$ cat src/rtl/lpg_pkg.sv
package lpg_pkg;
  localparam logic [2:0] SEL_ZERO  = 3'b000;
  localparam logic [2:0] SEL_DATA  = 3'b001;
  localparam logic [2:0] SEL_PRBS  = 3'b010;
  localparam logic [2:0] SEL_SHIFT = 3'b100;

  localparam logic [1:0] WID_IDLE = 2'd0;
  localparam logic [1:0] WID_BYTE = 2'd1;
  localparam logic [1:0] WID_ONE  = 2'd2;
  localparam logic [1:0] WID_FULL = 2'd3;

  localparam int NUM_POLY = 4;

  // register length per polynomial code
  function automatic int poly_len(input int code);
    case (code)
      0: return 11;
      1: return 15;
      2: return 7;
      default: return 31;
    endcase
  endfunction

  // second tap position per polynomial code
  function automatic int poly_tap(input int code);
    case (code)
      0: return 9;
      1: return 14;
      2: return 6;
      default: return 28;
    endcase
  endfunction
endpackage

$ cat src/rtl/lpg_prbs.sv
module lpg_prbs #(
  parameter int LEN   = 7,
  parameter int TAP   = 6,
  parameter int WW    = 10,
  parameter int CNT_W = 4
) (
  input  logic             clk,
  input  logic             rst,
  input  logic             step_en,
  input  logic [CNT_W-1:0] steps,
  output logic [WW-1:0]    bits
);
  logic [LEN-1:0] state;
  logic [LEN-1:0] walk;
  logic [LEN-1:0] nxt;

  // unroll WW steps; keep the state reached after `steps` of them
  always_comb begin
    walk = state;
    nxt  = state;
    bits = '0;
    for (int i = 0; i < WW; i++) begin
      bits[i] = walk[LEN-1] ^ walk[TAP-1];
      walk    = {walk[LEN-2:0], bits[i]};
      if (CNT_W'(i + 1) == steps) nxt = walk;
    end
  end

  always_ff @(posedge clk) begin
    if (rst)          state <= {LEN{1'b1}};
    else if (step_en) state <= nxt;
  end
endmodule

$ cat src/rtl/lpg_shift.sv
module lpg_shift #(
  parameter int WW     = 10,
  parameter int NWORDS = 8,
  parameter int RPT_W  = 3
) (
  input  logic                 clk,
  input  logic                 rst,
  input  logic                 en,
  input  logic [RPT_W-1:0]     hold,
  input  logic [NWORDS*WW-1:0] words,
  output logic [WW-1:0]        word
);
  localparam int IDX_W = (NWORDS > 1) ? $clog2(NWORDS) : 1;
  localparam logic [IDX_W-1:0] LAST = IDX_W'(NWORDS - 1);

  logic [IDX_W-1:0] idx;
  logic [RPT_W-1:0] cnt;

  always_ff @(posedge clk) begin
    if (rst || !en) begin
      idx <= '0;
      cnt <= '0;
    end else if (cnt == hold) begin
      cnt <= '0;
      idx <= (idx == LAST) ? '0 : idx + 1'b1;
    end else begin
      cnt <= cnt + 1'b1;
    end
  end

  // word 0 sits in the most significant slice
  always_comb begin
    word = '0;
    if (en) word = words[(NWORDS - 1 - int'(idx)) * WW +: WW];
  end
endmodule

$ cat src/rtl/lane_pattern_mux.sv
module lane_pattern_mux
  import lpg_pkg::*;
#(
  parameter int WW     = 10,
  parameter int NWORDS = 8,
  parameter int RPT_W  = 3
) (
  input  logic                 clk,
  input  logic                 rst,
  input  logic [WW-1:0]        data_in,
  input  logic [2:0]           lane_sel,
  input  logic                 prbs_en,
  input  logic [1:0]           prbs_poly,
  input  logic [1:0]           prbs_width,
  input  logic                 shift_en,
  input  logic [RPT_W-1:0]     shift_hold,
  input  logic [NWORDS*WW-1:0] shift_words,
  output logic [WW-1:0]        lane_out
);
  localparam int CNT_W = $clog2(WW + 1);

  logic [CNT_W-1:0] steps;
  logic [WW-1:0]    prbs_bits [NUM_POLY];
  logic [WW-1:0]    prbs_word;
  logic [WW-1:0]    shift_word;

  always_comb begin
    case (prbs_width)
      WID_BYTE: steps = CNT_W'(8);
      WID_ONE:  steps = CNT_W'(1);
      WID_FULL: steps = CNT_W'(WW);
      default:  steps = '0;
    endcase
  end

  for (genvar g = 0; g < NUM_POLY; g++) begin : g_poly
    lpg_prbs #(
      .LEN(poly_len(g)), .TAP(poly_tap(g)), .WW(WW), .CNT_W(CNT_W)
    ) u_prbs (
      .clk(clk), .rst(rst),
      .step_en(prbs_en && (prbs_poly == 2'(g))),
      .steps(steps),
      .bits(prbs_bits[g])
    );
  end

  always_comb begin
    prbs_word = '0;
    for (int i = 0; i < WW; i++)
      if (prbs_en && (CNT_W'(i) < steps)) prbs_word[i] = prbs_bits[prbs_poly][i];
  end

  lpg_shift #(.WW(WW), .NWORDS(NWORDS), .RPT_W(RPT_W)) u_shift (
    .clk(clk), .rst(rst), .en(shift_en), .hold(shift_hold),
    .words(shift_words), .word(shift_word)
  );

  always_ff @(posedge clk) begin
    if (rst) lane_out <= '0;
    else begin
      case (lane_sel)
        SEL_DATA:  lane_out <= data_in;
        SEL_PRBS:  lane_out <= prbs_word;
        SEL_SHIFT: lane_out <= shift_word;
        default:   lane_out <= '0;
      endcase
    end
  end
endmodule

$ cat config.mk
export PLATFORM = sky130hd
export DESIGN_NAME = lane_pattern_mux
export DESIGN_NICKNAME = d
export VERILOG_FILES = /design/src/rtl/lpg_pkg.sv /design/src/rtl/lpg_prbs.sv /design/src/rtl/lpg_shift.sv /design/src/rtl/lane_pattern_mux.sv
export SDC_FILE = /design/constraint.sdc
export NUM_CORES = 1
export LEC_CHECK = 0
export BUFFER_PORTS_ARGS = -buffer_cell sky130_fd_sc_hd__buf_4
export CAP_MARGIN = 20
export CORE_MARGIN = 10
export CORE_UTILIZATION = 30
export CTS_CLUSTER_DIAMETER = 40
export DETAILED_ROUTE_END_ITERATION = 16
export MAX_ROUTING_LAYER = met4
export SYNTH_ARGS = -nofsm -noshare
export SYNTH_HDL_FRONTEND = slang
export SYNTH_SLANG_ARGS = --single-unit
$ cat constraint.sdc
create_clock -name clk -period 3.6 [get_ports clk]
set_clock_uncertainty 0.05 [all_clocks]
set_input_delay 0.36 -clock clk [delete_from_list [all_inputs] [get_ports clk]]
set_output_delay 0.36 -clock clk [all_outputs]
set_load 0.05 [all_outputs]
# Word-level counts from Yosys, hierarchy flattened
# Index checks and enable logic that the tools add are counted.
[op_classes]
reduce_logical = 23
n_mul = 1
n_lt_le_gt_ge = 11
n_eq_ne = 21
n_mux = 57
add_sub_neg = 3
n_bitwise = 41
n_shift = 1
[op_table]
columns = ["op", "n"]
rows = [
  ["$mux W31", 10],
  ["$mux W15", 10],
  ["$mux W11", 10],
  ["$shiftx A80 B32 Y10", 1],
  ["$mux W7", 10],
  ["$xor A1 B1 Y1", 40],
  ["$mul A32 B4 Y31 const B", 1],
  ["$mux W10", 3],
  ["$pmux W10 S3", 1],
  ["$bmux W10 S2", 1],
  ["$eq A3 B4 Y1 const A", 4],
  ["$lt A3 B4 Y1 const A", 4],
  ["$logic_and A1 B1 Y1", 14],
  ["$eq A4 B4 Y1 const A", 3],
  ["$pmux W4 S3", 1],
  ["$mux W1", 10],
  ["$reduce_bool A10 Y1", 1],
  ["$eq A2 B2 Y1 const B", 4],
  ["$eq A2 B4 Y1 const A", 2],
  ["$lt A1 B4 Y1 const A", 2],
  ["$lt A2 B4 Y1 const A", 2],
  ["$lt A4 B4 Y1 const A", 2],
  ["$reduce_and A2 Y1", 4],
  ["$add A3 B1 Y3 const B", 2],
  ["other kinds (14)", 16],
]
[word_totals]
regBits = 80

# Longest topological paths before layout
[depth]
depth_word = 13
mapped_depth = 14

# Cells and area by module
# Synthesis repeated with hierarchy kept, for this count alone.
[unflattened]
hier_cells = 1943
hier_area_um2 = 14295.0
[modules_own_cells]
columns = ["mod", "area_per_inst_um2", "n_inst", "cells_per_inst"]
rows = [
  ["lpg_prbs (g_poly[3].u_prbs)", 4599.4, 1, 688],
  ["lpg_shift", 3000.4, 1, 312],
  ["lpg_prbs (g_poly[1].u_prbs)", 2476.1, 1, 383],
  ["lpg_prbs (g_poly[0].u_prbs)", 1893.1, 1, 271],
  ["lpg_prbs (g_poly[2].u_prbs)", 1402.6, 1, 195],
  ["lane_pattern_mux", 923.4, 1, 94],
]

# Worst setup path before layout
# Ideal clock, no wire load.
[synth_path]
path_type = "register to register"
start = "register u_shift.idx[0]"
end = "register lane_out[7]"
path_buffers = 4
required_ns = 3.487
synth_period_minus_slack_ns = 2.832
stages_incl_launch_ff = 14
slack_ns = 0.768
arrival_ns = 2.719
setup_ns = 0.063
path_cell_list = "dfxtp_1 -> buf_4 -> inv_2 -> buf_6 -> buf_2 -> ha_1 -> ha_1 -> ha_1 -> or3b_1 -> clkbuf_1 -> or3_1 -> a21oi_1 -> a311oi_1 -> nand3_1"
[synth_between]
elab_chain_len = 5
[synth_lines]
columns = ["item", "line_no", "text"]
rows = [
  ["start: declaration", "lpg_shift.sv:16", "logic [IDX_W-1:0] idx;"],
  ["start signal: assignment", "lpg_shift.sv:25", "idx <= (idx == LAST) ? '0 : idx + 1'b1;"],
  ["$sub A3 B3 Y4", "lpg_shift.sv:34", "if (en) word = words[(NWORDS - 1 - int'(idx)) * WW +: WW];"],
  ["$mul A32 B4 Y31", "lpg_shift.sv:34", ""],
  ["$shiftx A80 B32 Y10", "lpg_shift.sv:34", ""],
  ["$mux W10", "lpg_shift.sv:34", ""],
  ["$pmux W10 S3", "lane_pattern_mux.sv:61", "case (lane_sel)"],
  ["end signal: assignment", "lane_pattern_mux.sv:62", "SEL_DATA: lane_out <= data_in;"],
  ["end signal: assignment", "lane_pattern_mux.sv:63", "SEL_PRBS: lane_out <= prbs_word;"],
  ["end signal: assignment", "lane_pattern_mux.sv:64", "SEL_SHIFT: lane_out <= shift_word;"],
  ["end: declaration", "lane_pattern_mux.sv:18", "output logic [WW-1:0] lane_out"],
]
# Every way passes these cells.
# A chain may end at the register's enable or synchronous reset.

# Final worst setup path
[layout_path]
start = "register u_shift.idx[2]"
end = "register lane_out[2]"
# The elaborated chain is that of the path after synthesis.

==> results.ini <==
[logic_synthesis]
post_synth_mux_area_share_pct=30.1
syn_area_per_cell_um2=8.26
postSynthRegisterBits=80
yosysSeqAreaShare_pct=20.3
synth_top_flop_cell=sky130_fd_sc_hd__dfxtp_1
yosys.area.top_type=sky130_fd_sc_hd__dfxtp_1
post_synth_num_cell_types=63
synth.net_count=1066
synth-adder-area-share_pct=0.951
yosysWarningCount=0
synth_top_family_by_area=multiplexers
asyncSetResetFlopFracSynth_pct=0
synth_edf_count=0
post_synthesis_simple_gate_area_fraction_pct=14.4
synth_xor_xnor_area_share_pct=5.31
netlist_top_cells_area=sky130_fd_sc_hd__dfxtp_1, sky130_fd_sc_hd__mux2i_1, sky130_fd_sc_hd__mux4_2
synth_cells=956
netlist_area_um2=7900
area_fraction_in_compound_gates_after_synthesis_pct=22.1
synth_top_area_share_pct=20.3

[timing]
worst-slew-pin-transition_ns=1.04
slew_headroom_pct=30.8
post-route-min-period_ns=2.72
setup_viol=0
final-hold-violation-count=0
setup_total_negative_slack_ns=0
post-route-period-util_pct=75.4
achievable-frequency_ghz=0.368
finalMaxSlewViolations=0
hold-worst-slack_ns=0.218
unrepaired_setup_endpoints_after_global_routing=false

[critical_path]
cp.required_ns=3.79
critical_path.reg2reg.endpoint=lane_out[2]
endpoint_kind=flip-flop
timing.reg2reg.worst_path_depth=9
timing.critical_path.from_type=flip-flop
regToRegSetupSlack_ns=0.88
timing.critical_path.fanout_max=25
critPathKind=flip-flop to flip-flop
regToRegStartpoint=u_shift.idx[2]
cp.arrival_ns=2.90

[floorplanning]
placementRows=59
initial_utilization_pct=30.4
die_h_um=182
floorplan.die.width_um=182
boundaryPins=114
core_area_um2=26000
design.die.area_um2=33200

[routing]
drt-pass1-iter-count=6
detail_route.wirelength_mm=25.9
route.vias.total=7672
route.detailed.vias_per_inst=5.72
drcViolationCount=0
drtIter0Drc=787
routed_wire_length_per_instance_um=19.3
ant_nets=0

[finish]
nFillCells=2723
nets=1108
final_common_cell=sky130_fd_sc_hd__nand2_1
most-common-layout-cells=sky130_fd_sc_hd__nand2_1, sky130_fd_sc_hd__mux2i_1, sky130_fd_sc_hd__buf_4
area_growth_pct=15.3
drive_above_1_share_pct=20.3
instances_no_fill=1341

[hold_path]
min_path_type=primary input to flip-flop
hold_path_startpoint=data_in[2]
min_delay_path_depth=3
min_to=lane_out[2]

[placement]
dp_cells=1322
buffer_ports.inserted=113
post-dp-hpwl_mm=19.0
place_congestion=0.922

[power]
power.ir.vdd_worst_mv=0.176
cellLeakagePower_nw=3.63
finalPower_mw=2.58
pwr_density_cell_nw_per_um2=284

[clock_network]
numClockSinks=80
cts_max_path_buffers=2
clock_tree.root_cell=sky130_fd_sc_hd__clkbuf_16
ctsHtreeMaxLevel=3
path_clk_slew_ns=0.07
cts.repair.resized=0
cts.repair_timing.setup_buffer_count=0
cts_made_buffers=9
ctsHoldBuffers=0
cts_tree=done
worst_skew_pair.late_latency_ns=0.36

[global_route]
via_count_of_the_first_global_routing_pass=7150
grtUsageMet1_pct=20.1
groute.usage.overall_pct=15.2
maximum_number_of_pins_on_one_net_before_global_route_repair=77
grt_first_pass_wirelength_mm=40.6
grt_util_met2_pct=22.9
grt.met3_usage_pct=3.18
global_route.overflow_total=0
antenna_found_initial=3
grt_busiest_layer=met2

[flow_run]
max_cap_viol_count=0

[run_status]
status=finished, final reports clean

[worst max-delay path by stage]
stage / startpoint / end / slack, ns / cells after the start
detailed placement: u_shift.idx[2] / lane_out[2] / 0.91 / 9
global placement: u_shift.idx[1] / lane_out[1] / 0.91 / 6
floorplan: u_shift.idx[0] / lane_out[7] / 0.77 / 13
CTS: u_shift.idx[2] / lane_out[2] / 0.90 / 9
finish: u_shift.idx[2] / lane_out[2] / 0.88 / 9
global route: u_shift.idx[2] / lane_out[2] / 0.74 / 9
[metrics by stage]
stage	instance area [um2]	utilization, %	setup slack (ns)
2_1_floorplan	7900	-	0.768
3_3_place_gp	8820	33.9	0.909
3_5_place_dp	8820	33.9	0.915
4_1_cts	9100	35.0	0.904
5_1_grt	9100	35.0	0.744
6_report	9100	35.0	0.884
[area by class of cell]
class | instances | area, um2 | share of cell area (%)
multi-input cells | 764 | 5760 | 63.2
flip-flops and latches | 80 | 1610 | 17.6
repair buffers | 126 | 971 | 10.7
well taps | 335 | 419 | 4.60
clock buffers | 9 | 225 | 2.47
inverters | 17 | 63.8 | 0.701
clock inverters | 7 | 55.1 | 0.605
diodes | 3 | 7.51 | 0.0825
[kinds of logic after synthesis]
logic type / after synthesis
buffers and inverters: 112
XOR/XNOR: 47
AO/OA/AOI/OAI: 261
AND/OR/NAND/NOR: 266
adder cells (fa/ha/maj): 6
flip-flops: 80
multiplexers: 184
[registers in the layout, indices dropped and copies added, names as in the netlist]
name / count
u_shift.cnt: 3
g_poly.u_prbs.state: 64
u_shift.idx: 3
lane_out: 10
[report_power, final]
| group | total [mW] | switching [mW] | internal, mW |
|---|---|---|---|
| Clock | 0.901 | 0.425 | 0.476 |
| Sequential | 0.981 | 0.0580 | 0.923 |
| Combinational | 0.701 | 0.382 | 0.320 |
[cell usage after synthesis, types with 4 or more instances]
cell type                   number
sky130_fd_sc_hd__o22ai_1         8
sky130_fd_sc_hd__a211oi_1        5
sky130_fd_sc_hd__buf_4           9
sky130_fd_sc_hd__o211ai_1       64
sky130_fd_sc_hd__mux2i_1       133
sky130_fd_sc_hd__nor2b_1         8
sky130_fd_sc_hd__xnor2_1        17
sky130_fd_sc_hd__dfxtp_1        80
sky130_fd_sc_hd__a21oi_1        33
sky130_fd_sc_hd__a22oi_1         8
sky130_fd_sc_hd__and3_1          4
sky130_fd_sc_hd__buf_2          27
sky130_fd_sc_hd__xor2_1         29
sky130_fd_sc_hd__nand3_1        28
sky130_fd_sc_hd__o21ai_1        10
sky130_fd_sc_hd__a221oi_1        6
sky130_fd_sc_hd__clkbuf_1       45
sky130_fd_sc_hd__a211o_1        10
sky130_fd_sc_hd__nor2_1         32
sky130_fd_sc_hd__a22o_1          5
sky130_fd_sc_hd__nand2_1       169
sky130_fd_sc_hd__a32oi_1         8
sky130_fd_sc_hd__a31oi_1         5
sky130_fd_sc_hd__mux4_2         39
sky130_fd_sc_hd__buf_1           6
sky130_fd_sc_hd__buf_6           8
sky130_fd_sc_hd__mux2_2          8
sky130_fd_sc_hd__o21ai_0        67
sky130_fd_sc_hd__ha_1            6
sky130_fd_sc_hd__nand2b_1        4
sky130_fd_sc_hd__nand4_1         4
sky130_fd_sc_hd__inv_1          11
sky130_fd_sc_hd__o2111ai_1       4
sky130_fd_sc_hd__inv_2           6
[routing by layer]
metal | vias to the layer above | routed length (um)
met1 | 3702 | 11900
li1 | 3646 | -
met4 | 0 | 401
met3 | 30 | 1870
met2 | 294 | 11700
met5 | - | 0
[worst max-delay path, cell delays in order (launching register included)]
cell,delay [ns]
sky130_fd_sc_hd__dfxtp_1,0.36
sky130_fd_sc_hd__inv_1,0.08
sky130_fd_sc_hd__ha_2,0.73
sky130_fd_sc_hd__buf_12,0.26
sky130_fd_sc_hd__mux2i_1,0.34
sky130_fd_sc_hd__nand2_1,0.08
sky130_fd_sc_hd__and3_1,0.18
sky130_fd_sc_hd__a31o_1,0.19
sky130_fd_sc_hd__a32oi_1,0.19
sky130_fd_sc_hd__nand4_1,0.10
Power figures use the tool's default switching activity.
